===== config.mk =====
export PLATFORM = sky130hd
export DESIGN_NAME = acc_out_scaler
export DESIGN_NICKNAME = d
export VERILOG_FILES = /design/src/rtl/acc_scale_pkg.sv /design/src/rtl/acc_prescale.sv /design/src/rtl/acc_rounder.sv /design/src/rtl/acc_saturator.sv /design/src/rtl/acc_ovf_sticky.sv /design/src/rtl/acc_out_scaler.sv
export SDC_FILE = /design/constraint.sdc
export NUM_CORES = 1
export LEC_CHECK = 0
export ABC_CLOCK_PERIOD_IN_PS = 4250
export BUFFER_PORTS_ARGS = -buffer_cell sky130_fd_sc_hd__buf_2
export CAP_MARGIN = 30
export CORE_UTILIZATION = 50
export DETAILED_ROUTE_END_ITERATION = 8
export GPL_TIMING_DRIVEN = 0
export MAX_ROUTING_LAYER = met4
export PLACE_DENSITY = 0.78
export SLEW_MARGIN = 20
export SYNTH_ARGS = -nofsm -noshare
export SYNTH_HDL_FRONTEND = slang
export SYNTH_SLANG_ARGS = --single-unit

===== constraint.sdc =====
create_clock -name clk -period 4.25 [get_ports clk]
set_input_delay 0.2125 -clock clk [delete_from_list [all_inputs] [get_ports clk]]
set_output_delay 0.2125 -clock clk [all_outputs]
set_load 0.02 [all_outputs]

===== src/rtl/acc_scale_pkg.sv =====
package acc_scale_pkg;

  typedef enum logic [1:0] {
    SHIFT_KEEP = 2'd0,
    SHIFT_UP2  = 2'd1,
    SHIFT_UP4  = 2'd2,
    SHIFT_DN8  = 2'd3
  } shift_mode_e;

  typedef enum logic [2:0] {
    RND_OFF = 3'd0,
    RND_W32 = 3'd1,
    RND_W24 = 3'd2,
    RND_W30 = 3'd3,
    RND_W16 = 3'd4
  } round_mode_e;

endpackage


===== src/rtl/acc_prescale.sv =====
module acc_prescale
  import acc_scale_pkg::*;
#(
  parameter int ACC_W  = 52,
  parameter int OUT_W  = 64,
  parameter int HEAD_W = 5,
  parameter int SH_A   = 2,
  parameter int SH_B   = 4,
  parameter int SH_R   = 8
) (
  input  logic [ACC_W-1:0] acc,
  input  logic [1:0]       shift_sel,
  output logic [OUT_W-1:0] shifted,
  output logic             pre_ovf
);

  localparam int EXT_W = OUT_W - ACC_W;

  logic [OUT_W-1:0] ext;
  logic [2:0]       guard_ok;

  assign ext = {{EXT_W{acc[ACC_W-1]}}, acc};

  // one head-bit uniformity test per left-shift setting (including none)
  for (genvar g = 0; g < 3; g++) begin : g_guard
    localparam int GW = HEAD_W + ((g == 0) ? 0 : (g == 1) ? SH_A : SH_B);
    logic [GW-1:0] head;
    assign head        = acc[ACC_W-1 -: GW];
    assign guard_ok[g] = (&head) | ~(|head);
  end

  always_comb begin
    case (shift_mode_e'(shift_sel))
      SHIFT_KEEP: begin
        shifted = ext;
        pre_ovf = ~guard_ok[0];
      end
      SHIFT_UP2: begin
        shifted = ext << SH_A;
        pre_ovf = ~guard_ok[1];
      end
      SHIFT_UP4: begin
        shifted = ext << SH_B;
        pre_ovf = ~guard_ok[2];
      end
      default: begin
        shifted = $signed(ext) >>> SH_R;
        pre_ovf = 1'b0;
      end
    endcase
  end

endmodule


===== src/rtl/acc_rounder.sv =====
module acc_rounder
  import acc_scale_pkg::*;
#(
  parameter int OUT_W   = 64,
  parameter int REF_POS = 48,
  parameter int WL1     = 32,
  parameter int WL2     = 24,
  parameter int WL3     = 30,
  parameter int WL4     = 16
) (
  input  logic [OUT_W-1:0] val,
  input  logic [2:0]       round_sel,
  output logic [OUT_W-1:0] rounded
);

  localparam logic [OUT_W-1:0] ONE = {{(OUT_W-1){1'b0}}, 1'b1};

  logic [OUT_W-1:0] cand [1:4];

  for (genvar k = 1; k <= 4; k++) begin : g_rnd
    localparam int WL  = (k == 1) ? WL1 : (k == 2) ? WL2 : (k == 3) ? WL3 : WL4;
    localparam int CUT = REF_POS - WL;
    localparam logic [OUT_W-1:0] HALF = ONE << (CUT - 1);
    localparam logic [OUT_W-1:0] KEEP = ~((ONE << CUT) - ONE);
    assign cand[k] = (val + HALF) & KEEP;
  end

  always_comb begin
    case (round_mode_e'(round_sel))
      RND_W32: rounded = cand[1];
      RND_W24: rounded = cand[2];
      RND_W30: rounded = cand[3];
      RND_W16: rounded = cand[4];
      default: rounded = val;
    endcase
  end

endmodule


===== src/rtl/acc_saturator.sv =====
module acc_saturator #(
  parameter int ACC_W  = 52,
  parameter int OUT_W  = 64,
  parameter int HEAD_W = 5
) (
  input  logic [OUT_W-1:0] rounded,
  input  logic             pre_ovf,
  input  logic             sat_en,
  output logic [OUT_W-1:0] result,
  output logic             ovf_any
);

  localparam int MAG_W = ACC_W - HEAD_W;
  localparam logic [OUT_W-1:0] POS_LIM = {{(OUT_W-MAG_W){1'b0}}, {MAG_W{1'b1}}};
  localparam logic [OUT_W-1:0] NEG_LIM = ~POS_LIM;

  logic [HEAD_W-1:0] head;
  logic              post_ok;

  assign head    = rounded[ACC_W-1 -: HEAD_W];
  assign post_ok = (&head) | ~(|head);
  assign ovf_any = pre_ovf | ~post_ok;

  always_comb begin
    if (sat_en && ovf_any)
      result = rounded[ACC_W-1] ? NEG_LIM : POS_LIM;
    else
      result = rounded;
  end

endmodule


===== src/rtl/acc_ovf_sticky.sv =====
module acc_ovf_sticky (
  input  logic clk,
  input  logic rst,
  input  logic eval_stb,
  input  logic sync_pulse,
  input  logic ovf_any,
  output logic ovf_flag
);

  always_ff @(posedge clk) begin
    if (rst)
      ovf_flag <= 1'b0;
    else if (sync_pulse)
      ovf_flag <= 1'b0;
    else if (eval_stb && ovf_any)
      ovf_flag <= 1'b1;
  end

  AST_SYNC_CLEARS: assert property (@(posedge clk) disable iff (rst)
    sync_pulse |=> !ovf_flag);

  AST_FLAG_SETS: assert property (@(posedge clk) disable iff (rst)
    (eval_stb && ovf_any && !sync_pulse) |=> ovf_flag);

  AST_FLAG_HOLDS: assert property (@(posedge clk) disable iff (rst)
    (!eval_stb && !sync_pulse) |=> $stable(ovf_flag));

endmodule


===== src/rtl/acc_out_scaler.sv =====
module acc_out_scaler #(
  parameter int ACC_W  = 52,
  parameter int OUT_W  = 64,
  parameter int HEAD_W = 5,
  parameter int SH_A   = 2,
  parameter int SH_B   = 4,
  parameter int SH_R   = 8,
  parameter int WL1    = 32,
  parameter int WL2    = 24,
  parameter int WL3    = 30,
  parameter int WL4    = 16
) (
  input  logic             clk,
  input  logic             rst,
  input  logic [ACC_W-1:0] acc_in,
  input  logic [1:0]       shift_sel,
  input  logic [2:0]       round_sel,
  input  logic             sat_en,
  input  logic             eval_stb,
  input  logic             sync_pulse,
  output logic [OUT_W-1:0] result,
  output logic             ovf_flag
);

  localparam int REF_POS = ACC_W - 4;
  localparam int MAG_W   = ACC_W - HEAD_W;
  localparam logic [OUT_W-1:0] POS_LIM = {{(OUT_W-MAG_W){1'b0}}, {MAG_W{1'b1}}};
  localparam logic [OUT_W-1:0] NEG_LIM = ~POS_LIM;

  logic [OUT_W-1:0] shifted;
  logic [OUT_W-1:0] rounded;
  logic             pre_ovf;
  logic             ovf_any;

  acc_prescale #(
    .ACC_W(ACC_W), .OUT_W(OUT_W), .HEAD_W(HEAD_W),
    .SH_A(SH_A), .SH_B(SH_B), .SH_R(SH_R)
  ) u_prescale (
    .acc(acc_in), .shift_sel(shift_sel), .shifted(shifted), .pre_ovf(pre_ovf)
  );

  acc_rounder #(
    .OUT_W(OUT_W), .REF_POS(REF_POS),
    .WL1(WL1), .WL2(WL2), .WL3(WL3), .WL4(WL4)
  ) u_rounder (
    .val(shifted), .round_sel(round_sel), .rounded(rounded)
  );

  acc_saturator #(
    .ACC_W(ACC_W), .OUT_W(OUT_W), .HEAD_W(HEAD_W)
  ) u_sat (
    .rounded(rounded), .pre_ovf(pre_ovf), .sat_en(sat_en),
    .result(result), .ovf_any(ovf_any)
  );

  acc_ovf_sticky u_sticky (
    .clk(clk), .rst(rst), .eval_stb(eval_stb), .sync_pulse(sync_pulse),
    .ovf_any(ovf_any), .ovf_flag(ovf_flag)
  );

  AST_SAT_LIMIT: assert property (@(posedge clk) disable iff (rst)
    (sat_en && ovf_any) |-> (result == POS_LIM || result == NEG_LIM));

  AST_DN8_NO_OVF: assert property (@(posedge clk) disable iff (rst)
    (shift_sel == 2'd3 && (round_sel == 3'd0 || round_sel > 3'd4)) |-> !ovf_any);

  AST_NO_SAT_PASS: assert property (@(posedge clk) disable iff (rst)
    !sat_en |-> (result == rounded));

endmodule


==> impl_results.rst <==
.. list-table::
   :header-rows: 1

   * - Metric
     - Value
   * - Critical path data required time
     - 4.04 ns
   * - Total power divided by cell area
     - 180 nW/um^2
   * - Placer's final routability congestion estimate
     - 1.01
   * - Input/output buffers
     - 121
   * - Routed vias/inst
     - 6.95
   * - DIE AREA
     - 8570 um^2
   * - Unrepaired setup endpoints after global routing
     - no
   * - Unique cell type count in the Yosys netlist
     - 73
   * - Sequential share of the synthesized area
     - 0.00488
   * - Status
     - finished, final reports clean
   * - Register bank with the most flops
     - u_sticky.ovf_flag
   * - Area share of and/or/nand/nor cells after synthesis
     - 0.258
   * - Max FFs per register
     - 1
   * - Final critical-path share of the clock period
     - 0.982
   * - Maximum clock skew at final layout
     - 0 ns
   * - Fraction of final layout cells sized beyond drive strength 1
     - 0.372
   * - Diode count
     - 0
   * - Met3 layer usage reported by global route
     - 0.0476
   * - Maximum number of pins on one net before global-route repair
     - 11
   * - Hold buffer count at cts
     - 0
   * - Vias in the first global route
     - 4768
   * - Arrival time at the worst endpoint
     - 3.96 ns
   * - Most area-consuming cells after synthesis
     - mux4_2 (19%), mux4_1 (7.0%), a21oi_1 (6.3%), o21ai_0 (5.0%), nand2_1 (4.9%)
   * - Count of warnings emitted by yosys
     - 0
   * - Top Usage Layer GRT
     - met2
   * - Setup slack after placement
     - -0.209 ns
   * - Peak clock frequency supported by timing
     - 240 MHz
   * - Fill count
     - 724
   * - Antenna violations before repair
     - 0
   * - Total area of multi-input combinational cells
     - 3770 um^2
   * - Synth Area in Compound Gates
     - 0.284
   * - Final period demand of the worst path
     - 4.17 ns
   * - Ys flop type
     - dfxtp_1
   * - Number of nets in the layout
     - 730
   * - Utilization of the core after routing
     - 0.634
   * - Number of enable-type register cells in the synthesized netlist
     - 0
   * - Remaining Overflow, GRT
     - 0
   * - Largest registers in the final layout
     - u_sticky.ovf_flag: 1 flops
   * - Final-report hold violation count
     - 0
   * - Met2 track utilization from global routing
     - 0.638
   * - Iteration-0 DRC Markers
     - 608
   * - Total cell area at the placement stage
     - 4830 um^2
   * - DRC errors left
     - 0
   * - Worst hold slack
     - 0.389 ns
   * - Number of max-slew violations in the final report
     - 0
   * - Gate count of the mapped netlist
     - 533
   * - Met1 layer usage reported by global route
     - 0.536
   * - Area share of the largest cell type after synthesis
     - 0.187
   * - Leakage component of the power
     - 1.95 nW
   * - CP startpoint kind
     - input pin
   * - Critical path type
     - input pin to output port
   * - Rows
     - 32
   * - Detailed Route WL
     - 17.3 mm
   * - Area taken by flip-flops and latches
     - 20.0 um^2
   * - Total power of the final layout
     - 0.894 mW
   * - Post-DR wirelength/cell
     - 22.6 um
   * - Tot GR Track Use
     - 0.403
   * - Dominant combinational cell family by area after synthesis
     - multiplexers
   * - Chip Width
     - 92.6 um
   * - Count of endpoints failing setup in the final report
     - 0
   * - HPWL reported at the end of detailed placement
     - 13.7 mm
   * - Worst vdd rail ir drop
     - 0.0996 mV
   * - Post-DRT Antenna Nets
     - 0
   * - Global-route wire length before repair
     - 26.3 mm
   * - Area of the mapped netlist
     - 4100 um^2
   * - Clock edge transition at the registers on the reported setup and hold paths
     - 0 ns
   * - FF+latch count, synth
     - 1
   * - Later-pin clock latency in the skew report
     - 0 ns
   * - Critical Path Fanout Max
     - 10
   * - Detailed-routing iteration count for the pre-antenna-repair pass
     - 5
   * - I/O Pins
     - 127
   * - Adder-cell share of the synthesized area
     - 0.0122
   * - Final Cell Area
     - 4970 um^2
   * - Per-instance average area after synthesis
     - 7.69 um^2
   * - Vertical extent of the die
     - 92.6 um
   * - Synth Area in XOR/XNOR
     - 0.0491
   * - Area of the core
     - 7850 um^2
   * - Min-delay worst type
     - input pin to flop
   * - Cell type contributing the most total cell area after synthesis
     - mux4_2
   * - Post-route setup slack
     - 0.0774 ns
   * - Async S/R FF share, synth
     - 0
   * - Layout overhead on the synthesized area
     - 21.3%
   * - Initial core utilization
     - 0.522
   * - Mux cell area share after synthesis
     - 0.301
   * - Slew at the pin closest to its max-slew limit
     - 0.930 ns
   * - Vias
     - 5307
   * - Setup crit end kind
     - output port
   * - Max-capacitance violation count
     - 0
   * - Worst max-slew margin expressed relative to the limit
     - 0.374
   * - Post-synth net total
     - 599
-- where the power goes --
part           switching (mW)  internal [mW]  total (mW)  leakage [nW]
clock                       0              0           0             0
combinational           0.550          0.333       0.883          1.94
sequential           0.000364         0.0101      0.0105       0.00821
total                   0.551          0.343       0.894          1.95
-- critical path, cell delays in order --
cell	delay, ns
buf_2	0.19
buf_6	0.18
buf_4	0.20
mux4_2	0.32
ha_2	0.26
nand3_1	0.12
or3_1	0.40
clkbuf_1	0.21
o21a_4	0.30
o31ai_4	0.24
nand3_1	0.12
mux2_4	0.32
and2_4	0.18
buf_6	0.15
o31ai_1	0.31
buf_2	0.23
-- metal layers --
layer	share of wire	wire length (um)
met2	0.47	8110
met3	0.11	1870
met5	0	0
met4	0.031	541
met1	0.39	6740
-- final timing paths --
path | cells after the start | to | startpoint | slack, ns
max | 16 | result[1] | shift_sel[1] | 0.08
min | 2 | u_sticky.ovf_flag$_SDFFE_PP0P_ | sync_pulse | 0.39
max reg2reg | 2 | u_sticky.ovf_flag$_SDFFE_PP0P_ | u_sticky.ovf_flag$_SDFFE_PP0P_ | 3.66
min reg2reg | 2 | u_sticky.ovf_flag$_SDFFE_PP0P_ | u_sticky.ovf_flag$_SDFFE_PP0P_ | 0.53
-- through the flow --
step                      std cells  setup TNS (ns)
after floorplan                 533               0
after global placement          756           -2.32
after detailed placement        756           -3.25
after CTS                       755               0
after global routing            764               0
final                           764               0
-- final cells by class --
type / count / area share
Buffer: 49 / 0.0697
Timing Repair Buffer: 130 / 0.135
Tap cell: 102 / 0.0257
Multi-Input combinational cell: 473 / 0.759
Sequential cell: 1 / 0.00403
Inverter: 9 / 0.00679
-- cell families (layout without fill, tap and decap cells) --
| family | count (synthesis) | count (layout) |
|---|---|---|
| adders and majority gates | 4 | 4 |
| xor gates and xnor gates | 23 | 23 |
| buffers and inverters | 59 | 188 |
| muxes | 62 | 62 |
| DFF | 1 | 1 |
| AOI/OAI and AO/OA | 178 | 178 |
| and+or+nand+nor | 206 | 206 |
-- placed cells by master (no fill, tap or decap), drive strengths merged, types with 13 or more instances in the layout --
| master | n |
|---|---|
| nand2 | 54 |
| mux4 | 45 |
| o21ai | 60 |
| nand3 | 20 |
| nor2 | 46 |
| a21oi | 53 |
| nor3 | 15 |
| buf | 160 |
| clkbuf | 19 |
| a31oi | 13 |
-- synth_stat cells, types with 8 or more instances --
library cell and count:
xnor2_1 11, mux4_2 34, nor3_1 15, nor4_1 8, o21ai_0 41, clkbuf_1 16
nand3_1 20, and2_1 9, buf_4 13, nor2_1 45, mux4_1 11, buf_2 11
xor2_1 12, o211ai_1 9, o21ai_2 18, a31oi_1 13, a21oi_1 52, mux2i_1 11
inv_1 9, nand4_1 11, nand2_1 53
-- what timing repair did --
action,4_1_cts,5_1_grt
setup endpoints to repair,49,59
buffers inserted,0,7
gates resized for setup,2,20
pin swaps,0,3
Power figures use the tool's default switching activity.
